==> config.mk <==
export PLATFORM = sky130hd
export DESIGN_NAME = synth_reconf_seq
export DESIGN_NICKNAME = d
export VERILOG_FILES = /design/src/rtl/synth_reconf_pkg.sv /design/src/rtl/reconf_seq_timer.sv /design/src/rtl/reconf_seq_fsm.sv /design/src/rtl/reconf_seq_wrmux.sv /design/src/rtl/synth_reconf_seq.sv
export SDC_FILE = /design/constraint.sdc
export NUM_CORES = 1
export LEC_CHECK = 0
export ABC_AREA = 1
export BUFFER_PORTS_ARGS = -buffer_cell sky130_fd_sc_hd__buf_2
export CELL_PAD_IN_SITES_DETAIL_PLACEMENT = 1
export CELL_PAD_IN_SITES_GLOBAL_PLACEMENT = 1
export CORE_ASPECT_RATIO = 1.1
export CORE_MARGIN = 2
export CORE_UTILIZATION = 38
export CTS_CLUSTER_DIAMETER = 50
export DETAILED_ROUTE_END_ITERATION = 8
export HOLD_SLACK_MARGIN = 0.15
export PLACE_DENSITY = 0.8
export SLEW_MARGIN = 20
export SYNTH_ARGS = -nofsm -noshare
export SYNTH_HDL_FRONTEND = slang
export SYNTH_SLANG_ARGS = --single-unit
==> constraint.sdc <==
create_clock -name clk -period 3.1 [get_ports clk]
set_input_delay 0.465 -clock clk [delete_from_list [all_inputs] [get_ports clk]]
set_output_delay 0.465 -clock clk [all_outputs]
set_load 0.02 [all_outputs]
==> src/rtl/synth_reconf_pkg.sv <==
// Shared types for the synthesizer reconfiguration sequencer.
// Assumes the register port decodes the fixed local addresses below.
package synth_reconf_pkg;
    typedef enum logic [3:0] {
        ST_IDLE, ST_WR_MODE, ST_WR_M, ST_WR_N, ST_WR_C, ST_WR_START,
        ST_SETTLE, ST_POLL, ST_OK, ST_TMO
    } seq_state_t;

    localparam int unsigned ADDR_MODE  = 0;
    localparam int unsigned ADDR_START = 2;
    localparam int unsigned ADDR_N     = 3;
    localparam int unsigned ADDR_M     = 4;
    localparam int unsigned ADDR_C     = 5;
endpackage

==> src/rtl/reconf_seq_timer.sv <==
// Free-running cycle counter, cleared on request or reset.
// Used for the settle interval and the lock poll window.
// Assumes the FSM clears it on every state change.
module reconf_seq_timer #(
    parameter int W = 16
) (
    input  logic         clk,
    input  logic         rst_n,
    input  logic         clr,
    output logic [W-1:0] cnt
);
    // count cycles since the last clear
    always_ff @(posedge clk) begin
        if (!rst_n || clr) cnt <= '0;
        else               cnt <= cnt + 1'b1;
    end
endmodule

==> src/rtl/reconf_seq_fsm.sv <==
// Sequence controller: orders the writes, waits out the settle interval,
// polls lock against the captured limit and emits the end state.
// Assumes cnt comes from a counter cleared whenever cnt_clr is high, and
// that SETTLE_CYCLES is at least 1 and below 2**TMO_W.
module reconf_seq_fsm
    import synth_reconf_pkg::*;
#(
    parameter int TMO_W         = 16,
    parameter int SETTLE_CYCLES = 4
) (
    input  logic             clk,
    input  logic             rst_n,
    input  logic             req,
    input  logic             wait_req,
    input  logic             lock,
    input  logic [TMO_W-1:0] tmo_lat,
    input  logic [TMO_W-1:0] cnt,
    output seq_state_t       state,
    output logic             accept,
    output logic             cnt_clr
);
    localparam logic [TMO_W-1:0] SETTLE_LAST = TMO_W'(SETTLE_CYCLES - 1);

    seq_state_t nxt;
    logic       poll_expired;

    // limit reached in this polling cycle; a limit of 0 acts as 1
    assign poll_expired = ({1'b0, cnt} + 1'b1) >= {1'b0, tmo_lat};
    assign accept       = (state == ST_IDLE) && req;
    assign cnt_clr      = (nxt != state);

    // next-state selection
    always_comb begin
        nxt = state;
        case (state)
            ST_IDLE:     if (req)       nxt = ST_WR_MODE;
            ST_WR_MODE:  if (!wait_req) nxt = ST_WR_M;
            ST_WR_M:     if (!wait_req) nxt = ST_WR_N;
            ST_WR_N:     if (!wait_req) nxt = ST_WR_C;
            ST_WR_C:     if (!wait_req) nxt = ST_WR_START;
            ST_WR_START: if (!wait_req) nxt = ST_SETTLE;
            ST_SETTLE:   if (cnt == SETTLE_LAST) nxt = ST_POLL;
            ST_POLL: begin
                if (lock)              nxt = ST_OK;
                else if (poll_expired) nxt = ST_TMO;
            end
            ST_OK, ST_TMO: nxt = ST_IDLE;
            default:       nxt = ST_IDLE;
        endcase
    end

    // state register
    always_ff @(posedge clk) begin
        if (!rst_n) state <= ST_IDLE;
        else        state <= nxt;
    end

    // lock cannot end the sequence straight out of the settle interval
    p_settle_ignores_lock_r6: assert property (@(posedge clk) disable iff (!rst_n)
        state == ST_SETTLE |=> state != ST_OK);
    // the poll counter never passes the captured limit
    p_poll_bounded_r8: assert property (@(posedge clk) disable iff (!rst_n)
        state == ST_POLL |-> (cnt < tmo_lat) || (cnt == '0));
    // timeout only when lock was low in the last polling cycle
    p_tmo_lock_low_r8: assert property (@(posedge clk) disable iff (!rst_n)
        state == ST_POLL && lock |=> state == ST_OK);
endmodule

==> src/rtl/reconf_seq_wrmux.sv <==
// Drives the register port from the current write state and the captured
// divider values. The port outputs are zero outside the write states.
// Assumes the select field sits above the C value without overlap.
module reconf_seq_wrmux
    import synth_reconf_pkg::*;
#(
    parameter int ADDR_W   = 6,
    parameter int DATA_W   = 32,
    parameter int DIV_W    = 9,
    parameter int CSEL_LSB = 18,
    parameter int CSEL_W   = 5,
    parameter int C_SEL    = 0
) (
    input  seq_state_t        state,
    input  logic [DIV_W-1:0]  m_lat,
    input  logic [DIV_W-1:0]  n_lat,
    input  logic [DIV_W-1:0]  c_lat,
    output logic              wr_en,
    output logic [ADDR_W-1:0] wr_addr,
    output logic [DATA_W-1:0] wr_data
);
    localparam logic [DATA_W-1:0] SEL_FIELD =
        DATA_W'(CSEL_W'(C_SEL)) << CSEL_LSB;

    // address and data for each write state
    always_comb begin
        wr_en   = 1'b1;
        wr_addr = '0;
        wr_data = '0;
        case (state)
            ST_WR_MODE: begin
                wr_addr = ADDR_W'(ADDR_MODE);
                wr_data = DATA_W'(1);
            end
            ST_WR_M: begin
                wr_addr = ADDR_W'(ADDR_M);
                wr_data = DATA_W'(m_lat);
            end
            ST_WR_N: begin
                wr_addr = ADDR_W'(ADDR_N);
                wr_data = DATA_W'(n_lat);
            end
            ST_WR_C: begin
                wr_addr = ADDR_W'(ADDR_C);
                wr_data = SEL_FIELD | DATA_W'(c_lat);
            end
            ST_WR_START: begin
                wr_addr = ADDR_W'(ADDR_START);
                wr_data = DATA_W'(1);
            end
            default: wr_en = 1'b0;
        endcase
    end
endmodule

==> src/rtl/synth_reconf_seq.sv <==
// Top of the reconfiguration sequencer. It captures the request operands,
// then runs mode, M, N, C0 and start writes followed by a bounded lock poll.
// Assumes the register port holds wait_req high until it takes a write.
module synth_reconf_seq
    import synth_reconf_pkg::*;
#(
    parameter int ADDR_W        = 6,
    parameter int DATA_W        = 32,
    parameter int DIV_W         = 9,
    parameter int TMO_W         = 16,
    parameter int SETTLE_CYCLES = 4,
    parameter int CSEL_LSB      = 18,
    parameter int CSEL_W        = 5,
    parameter int C_SEL         = 0
) (
    input  logic              clk,
    input  logic              rst_n,
    input  logic              req,
    input  logic [DIV_W-1:0]  m_val,
    input  logic [DIV_W-1:0]  n_val,
    input  logic [DIV_W-1:0]  c_val,
    input  logic [TMO_W-1:0]  lock_tmo,
    input  logic              lock,
    input  logic              wait_req,
    output logic [ADDR_W-1:0] wr_addr,
    output logic [DATA_W-1:0] wr_data,
    output logic              wr_en,
    output logic              busy,
    output logic              done_ok,
    output logic              done_tmo
);
    seq_state_t       state;
    logic             accept;
    logic             cnt_clr;
    logic [TMO_W-1:0] cnt;
    logic [DIV_W-1:0] m_lat, n_lat, c_lat;
    logic [TMO_W-1:0] tmo_lat;

    // capture operands when a request is taken
    always_ff @(posedge clk) begin
        if (!rst_n) begin
            m_lat   <= '0;
            n_lat   <= '0;
            c_lat   <= '0;
            tmo_lat <= '0;
        end else if (accept) begin
            m_lat   <= m_val;
            n_lat   <= n_val;
            c_lat   <= c_val;
            tmo_lat <= lock_tmo;
        end
    end

    reconf_seq_fsm #(.TMO_W(TMO_W), .SETTLE_CYCLES(SETTLE_CYCLES)) u_fsm (
        .clk(clk), .rst_n(rst_n), .req(req), .wait_req(wait_req), .lock(lock),
        .tmo_lat(tmo_lat), .cnt(cnt), .state(state), .accept(accept),
        .cnt_clr(cnt_clr)
    );

    reconf_seq_timer #(.W(TMO_W)) u_timer (
        .clk(clk), .rst_n(rst_n), .clr(cnt_clr), .cnt(cnt)
    );

    reconf_seq_wrmux #(
        .ADDR_W(ADDR_W), .DATA_W(DATA_W), .DIV_W(DIV_W),
        .CSEL_LSB(CSEL_LSB), .CSEL_W(CSEL_W), .C_SEL(C_SEL)
    ) u_wrmux (
        .state(state), .m_lat(m_lat), .n_lat(n_lat), .c_lat(c_lat),
        .wr_en(wr_en), .wr_addr(wr_addr), .wr_data(wr_data)
    );

    // status flags decoded from the state register
    assign busy     = (state != ST_IDLE);
    assign done_ok  = (state == ST_OK);
    assign done_tmo = (state == ST_TMO);

    // a stalled write keeps its address and data
    p_hold_on_wait_r4: assert property (@(posedge clk) disable iff (!rst_n)
        wr_en && wait_req |=> wr_en && $stable(wr_addr) && $stable(wr_data));
    // a sequence opens with the mode write
    p_first_mode_r2: assert property (@(posedge clk) disable iff (!rst_n)
        $rose(busy) |-> wr_en && wr_addr == ADDR_W'(ADDR_MODE) && wr_data == DATA_W'(1));
    // the accepted mode write is followed by the M write
    p_mode_then_m_r3: assert property (@(posedge clk) disable iff (!rst_n)
        wr_en && !wait_req && wr_addr == ADDR_W'(ADDR_MODE) |=> wr_addr == ADDR_W'(ADDR_M));
    // the accepted C write is followed by the start write
    p_c_then_start_r3: assert property (@(posedge clk) disable iff (!rst_n)
        wr_en && !wait_req && wr_addr == ADDR_W'(ADDR_C) |=> wr_addr == ADDR_W'(ADDR_START));
    // captured operands do not move during a sequence
    p_operands_frozen_r5: assert property (@(posedge clk) disable iff (!rst_n)
        busy |=> $stable(m_lat) && $stable(n_lat) && $stable(c_lat) && $stable(tmo_lat));
    // end flags are exclusive
    p_flags_exclusive_r9: assert property (@(posedge clk) disable iff (!rst_n)
        !(done_ok && done_tmo));
    // an end flag lasts one cycle and is followed by idle
    p_pulse_then_idle_r9: assert property (@(posedge clk) disable iff (!rst_n)
        done_ok || done_tmo |=> !done_ok && !done_tmo && !busy);
endmodule

======== After elaboration in Yosys (flattened, before gate mapping) ========
Index checks and enable logic that the tools add are counted.
cells by class
  add/sub/neg operators ................... 2
  reductions and logical operators ........ 7
  order comparisons ....................... 1
  multiplexer cells ....................... 13
  equal/unequal tests ..................... 11
operators by type and width
  kind                                                   count
  2-to-1 mux 4 bit                                       9
  case mux 9 bit (4 select lines)                        1
  case mux 4 bit (8 select lines)                        1
  adder 16 x 1 -> 17 bit (second input constant)         1
  >= comparator 17 x 16 -> 1 bit                         1
  adder 16 x 1 -> 16 bit (second input constant)         1
  equality test 16 x 2 -> 1 bit (second input constant)  1
  equality test 4 x 3 -> 1 bit (second input constant)   4
  case mux 3 bit (4 select lines)                        1
  equality test 4 x 2 -> 1 bit (second input constant)   2
  equality test 4 bit (second input constant)            2
  OR reduction 5 bit                                     1
  equality test 4 x 1 -> 1 bit (second input constant)   1
  logical NOT 4 bit                                      1
  != test 4 bit                                          1
  nonzero test 4 bit                                     1
  OR reduction 2 bit                                     1
  logical AND 1 bit                                      1
  logical NOT 1 bit                                      1
  logical OR 1 bit                                       1
  2-to-1 mux 1 bit                                       1
word-level totals
  input port bits ......................... 48
  word-level logic and storage cells ...... 40
  output and inout bits ................... 42
  register bits ........................... 63

======== Depth between registers and ports, before layout ========
  word-level depth ........................ 7
  depth in mapped cells ................... 20

======== Hierarchy ========
Synthesis repeated with hierarchy kept, for this count alone.
unflattened totals
  cell total of the unflattened synthesis .. 675
  area total of the unflattened synthesis .. 4235.3 um^2
by module, submodules not included
  module            area each (um^2)  sequential area each (um^2)  cells each  instances
  synth_reconf_seq  1813.0            860.8                        282         1
  reconf_seq_fsm    1113.6            80.1                         192         1
  reconf_seq_timer  800.8             320.3                        114         1
  reconf_seq_wrmux  508.0             0.0                          87          1

======== Worst setup path before layout ========
OpenSTA, ideal clock, no wires.
  path type ............................... register to register
  start ................................... reg u_timer.cnt[0]
  end ..................................... reg u_timer.cnt[11]
  required time ........................... 2977 ps
  slack ................................... 448 ps
  arrival ................................. 2529 ps
  setup time .............................. 123 ps
  stages on the path, launching flop included .. 19
  cell sequence ........................... dfxtp_1 > ha_1 > nand2_1 > nor2_2 > nand2_1 > nor2_1 > xor2_1 > inv_1 > ha_1 > nand2_1 > nor2_1 > nand2_1 > o21ai_0 > nand2_1 > nand4_1 > nand3_2 > nand4_4 > buf_12 > nor2_4
between the ends
  longest elaborated chain between the ends .. 7
  elaborated cells on any way between the ends .. 10
  those cells by class .................... 2 x add/sub; 1 x order compare; 2 x eq/ne; 4 x mux; 1 x reduce/logical
RTL lines
  what                             RTL line                text
  start, declared                  reconf_seq_timer.sv:10  output logic [W-1:0] cnt
  start signal, assigned           reconf_seq_timer.sv:15  else cnt <= cnt + 1'b1;
  adder 16 x 1 -> 17 bit           reconf_seq_fsm.sv:28    assign poll_expired = ({1'b0, cnt} + 1'b1) >= {1'b0, tmo_lat};
  >= comparator 17 x 16 -> 1 bit   reconf_seq_fsm.sv:28
  2-to-1 mux 4 bit                 reconf_seq_fsm.sv:45    else if (poll_expired) nxt = ST_TMO;
  2-to-1 mux 4 bit                 reconf_seq_fsm.sv:44    if (lock) nxt = ST_OK;
  case mux 4 bit (8 select lines)  reconf_seq_fsm.sv:35    case (state)
  != test 4 bit                    reconf_seq_fsm.sv:30    assign cnt_clr = (nxt != state);
  logical OR 1 bit                 reconf_seq_timer.sv:14  if (!rst_n || clr) cnt <= '0;
Several ways; a longest one is shown, not always the timed one.
A chain may end at the register's enable or synchronous reset.

======== Worst setup path after layout ========
  start ................................... reg u_timer.cnt[2]
  end ..................................... reg u_timer.cnt[11]
Same word-level chain as after synthesis.

==> results_dict.tcl <==
set metrics [dict create \
    status "complete, no violations" \
    cts-root-buf "clkbuf_8" \
    dr_total_vias 3192 \
    post_synthesis_adder_cell_area_fraction_pct 6.033 \
    yosys-top-cells-area "dfxtp_1 (36%), inv_1 (9.2%), nand2_1 (7.3%)" \
    timing.setup.critical_path_class "reg2reg" \
    post_synth_and_or_nand_nor_area_fraction_pct 21.01 \
    post-synth-top-area-fraction_pct 35.77 \
    cts-root-to-sink-buffers 2 \
    grt_antenna_before_repair 0 \
    critical_path_buf_inv_count 2 \
    crit_path_frequent_cell "nand2_1" \
    crit_slowest_cell "dfxtp_1" \
    synthXorXnorAreaFrac_pct 1.987 \
    cts.clk_slew.worst_paths_ps 70 \
    worstMarginPinSlew_ps 723.8 \
    grt_start_max_net_pins 87 \
    worst_slew_margin_rel_pct 51.75 \
    floorplan.io_pins 90 \
    port-buffer-count 63 \
    mostFrequentLayoutCell "inv_1" \
    cellLeakagePower_nw 1.907 \
    layout_min_cycle_time_ps 2885 \
    antennaDiodeCount 0 \
    grt.total_usage_pct 19.01 \
    detailedRoute.firstIterationViolations 66 \
    syn-mean-instance-area_um2 7.270 \
    wirelength_per_cell_um 13.40 \
    postRouteAntennaNets 0 \
    dp.cells 647 \
    finalPower_mw 2.082 \
    synthesis.yosys.warnings 0 \
    fp.coreArea_um2 8964 \
    final_cells 665 \
    fraction_of_layout_instances_using_a_drive_strength_above_1_pct 21.78 \
    die_area_um2 10070 \
    critPathLaunchType "flip-flop" \
    first_global_vias 3326 \
    timing.reg2reg.setup_slack_ps 210 \
    gpl.final_weighted_congestion 0.8673 \
    route.detailed.vias_per_inst 4.800 \
    drv.max_cap_violation_count 0 \
    initial_utilization_pct 39.34 \
    critical_path.max_fanout 7 \
    min_path_type "in2reg" \
    grt_first_pass_wirelength_um 15210 \
    final_cell_mix "inv_1 (86), nand2_1 (69), buf_2 (63)" \
    fmax_mhz 346.6 \
    drt_drc_violations_left 0 \
    floorplan.rows 36 \
    post-dp-hpwl_um 6673 \
    clock_sinks 63 \
    critical_path.top_delay_family "simple AND/OR/NAND/NOR gates" \
    critical_path.max_stage_delay_ps 400 \
    post_synthesis_instance_area_um2 3526 \
    pd_cells_nw_per_um2 510.4 \
    synth_mux_area_share_pct 0 \
    numCtsBuffers 9 \
    final_hold_viol_count 0 \
    drt-pass1-iter-count 4 \
    floorplan.die.height_um 105.0 \
    worst_ep_arrival_time_ps 3120 \
    cts_hold_buf 0 \
    grt-ovfl-total 0 \
    cts_tree "done" \
    netlist_instances 485 \
    synth_area_leader_cell "dfxtp_1" \
    share_of_the_yosys_chip_area_belonging_to_registers_pct 35.77 \
    postSynthRegisterBits 63 \
    final-max-slew-violation-count 0 \
    nets 611 \
    max-vdd-ir-drop_mv 0.2342 \
    clk_latency_ps 350 \
    endpoint_kind "flip-flop" \
    syn2layout_area_growth_pct 15.68 \
    totalWireLength_um 8914 \
    dieWidth_um 95.84 \
    dominant_combinational_cell_family_by_area_after_synthesis "simple AND/OR/NAND/NOR gates" \
    synth-compound-area-share_pct 17.18 \
    setup_viol_count_final 0 \
    final.setup_skew_ps 7.634 \
    cp_cell_sequence "nand3_1, nor2_1, nand2_1, o22ai_1, inv_1, ha_1, nand2_1, nor2_1, nand2_1, o21ai_0, nand2_1, nand4_1, nand3_2, nand4_4, buf_8, nor2_4" \
    layout_worst_path_cycle_share_pct 93.07 \
    cp_data_required_time_ps 3340 \
    cts_htree_levels 3 \
    yosysUniqueCellTypes 36 \
    setup_repair_after_global_routing_missed_its_margin "no" \
]
-- metrics by stage --
stage	hold slack, ps	setup TNS [ps]	setup WS (ps)	utilization [%]	instance area (um^2)
after global placement	433.3	0	165.3	42.64	3822
final	395.5	0	215.0	45.51	4079
after detailed placement	439.6	-106.2	-45.28	42.64	3822
after floorplan	423.7	0	447.8	-	3620
after CTS	380.1	0	47.34	45.16	4048
after global routing	406.1	0	5.249	45.51	4079
-- per-layer routing --
metal  global-route usage (%)  part of all wire (%)  up-vias
li1                         -                     -     1613
met1                    21.81                    41     1502
met2                    34.02                    52       62
met3                    4.037                   4.2       15
met4                    6.633                   2.1        0
met5                        0                     0        -
-- worst min-delay path: stages --
cell	delay (ps)
buf_2	70
o21ai_0	70
a21oi_1	100
-- sequential cells by signal, indices dropped and copies added (netlist names) --
| signal | cells |
|---|---|
| tmo_lat | 16 |
| m_lat | 9 |
| u_timer.cnt | 16 |
| c_lat | 9 |
| n_lat | 9 |
| u_fsm.state | 4 |
-- repair_timing --
item                                    in CTS  in global routing
endpoints found under the setup margin      16                 17
hold endpoints to repair                     0                  0
resized for setup                            0                  8
setup buffers                                2                  0
-- final cells by class --
class,instances,area [um^2]
sequential,63,1262
clock buffer,10,137.6
tap,114,142.6
inverter,91,341.6
fill,1164,4885
multi-input combinational,312,1754
timing repair buffer,69,380.4
clock inverter,6,60.06
-- cells by family after synthesis --
family	after synthesis
buffers and inverters	135
AOI/OAI and AO/OA	112
xor gates and xnor gates	8
and+or+nand+nor	149
other	1
DFF	63
adders and majority gates	17
-- power by group --
group	total [mW]	leakage (nW)	switching [mW]	internal, mW
logic	0.440	1.29	0.294	0.145
clock network	0.722	0.0981	0.333	0.388
registers	0.920	0.518	0.0342	0.886
-- path summary, 6_finish.rpt --
path	start	end	depth (start not counted)
worst min-delay path	n_val[2]	n_lat[2]$_SDFFE_PN0P_	3
worst min register to register	u_timer.cnt[0]$_SDFF_PP0_	u_timer.cnt[0]$_SDFF_PP0_	1
worst max-delay path	u_timer.cnt[2]$_SDFF_PP0_	u_timer.cnt[11]$_SDFF_PP0_	16
worst max register to register	u_timer.cnt[2]$_SDFF_PP0_	u_timer.cnt[11]$_SDFF_PP0_	16
-- cell usage after synthesis --
master,n
ha_1,17
conb_1,1
o221ai_1,8
nor2_2,6
nor2_1,32
nand4_1,5
o21bai_1,1
xor2_1,7
buf_6,1
o21ai_1,1
inv_1,86
nand2_1,69
or2_2,1
clkinv_1,1
xnor2_1,1
o2111ai_1,1
buf_4,27
buf_12,1
a21oi_1,49
o31ai_1,1
a21o_1,1
nor3_2,1
nor3_1,3
o22ai_1,1
nand4_4,1
nand3_2,1
o211ai_1,1
nand3b_1,2
o21ai_0,48
nand2_2,4
nand3_1,12
inv_2,4
nor2_4,11
clkbuf_1,15
dfxtp_1,63
nor4_1,1
No activity file was read; power rests on OpenSTA's default activity.
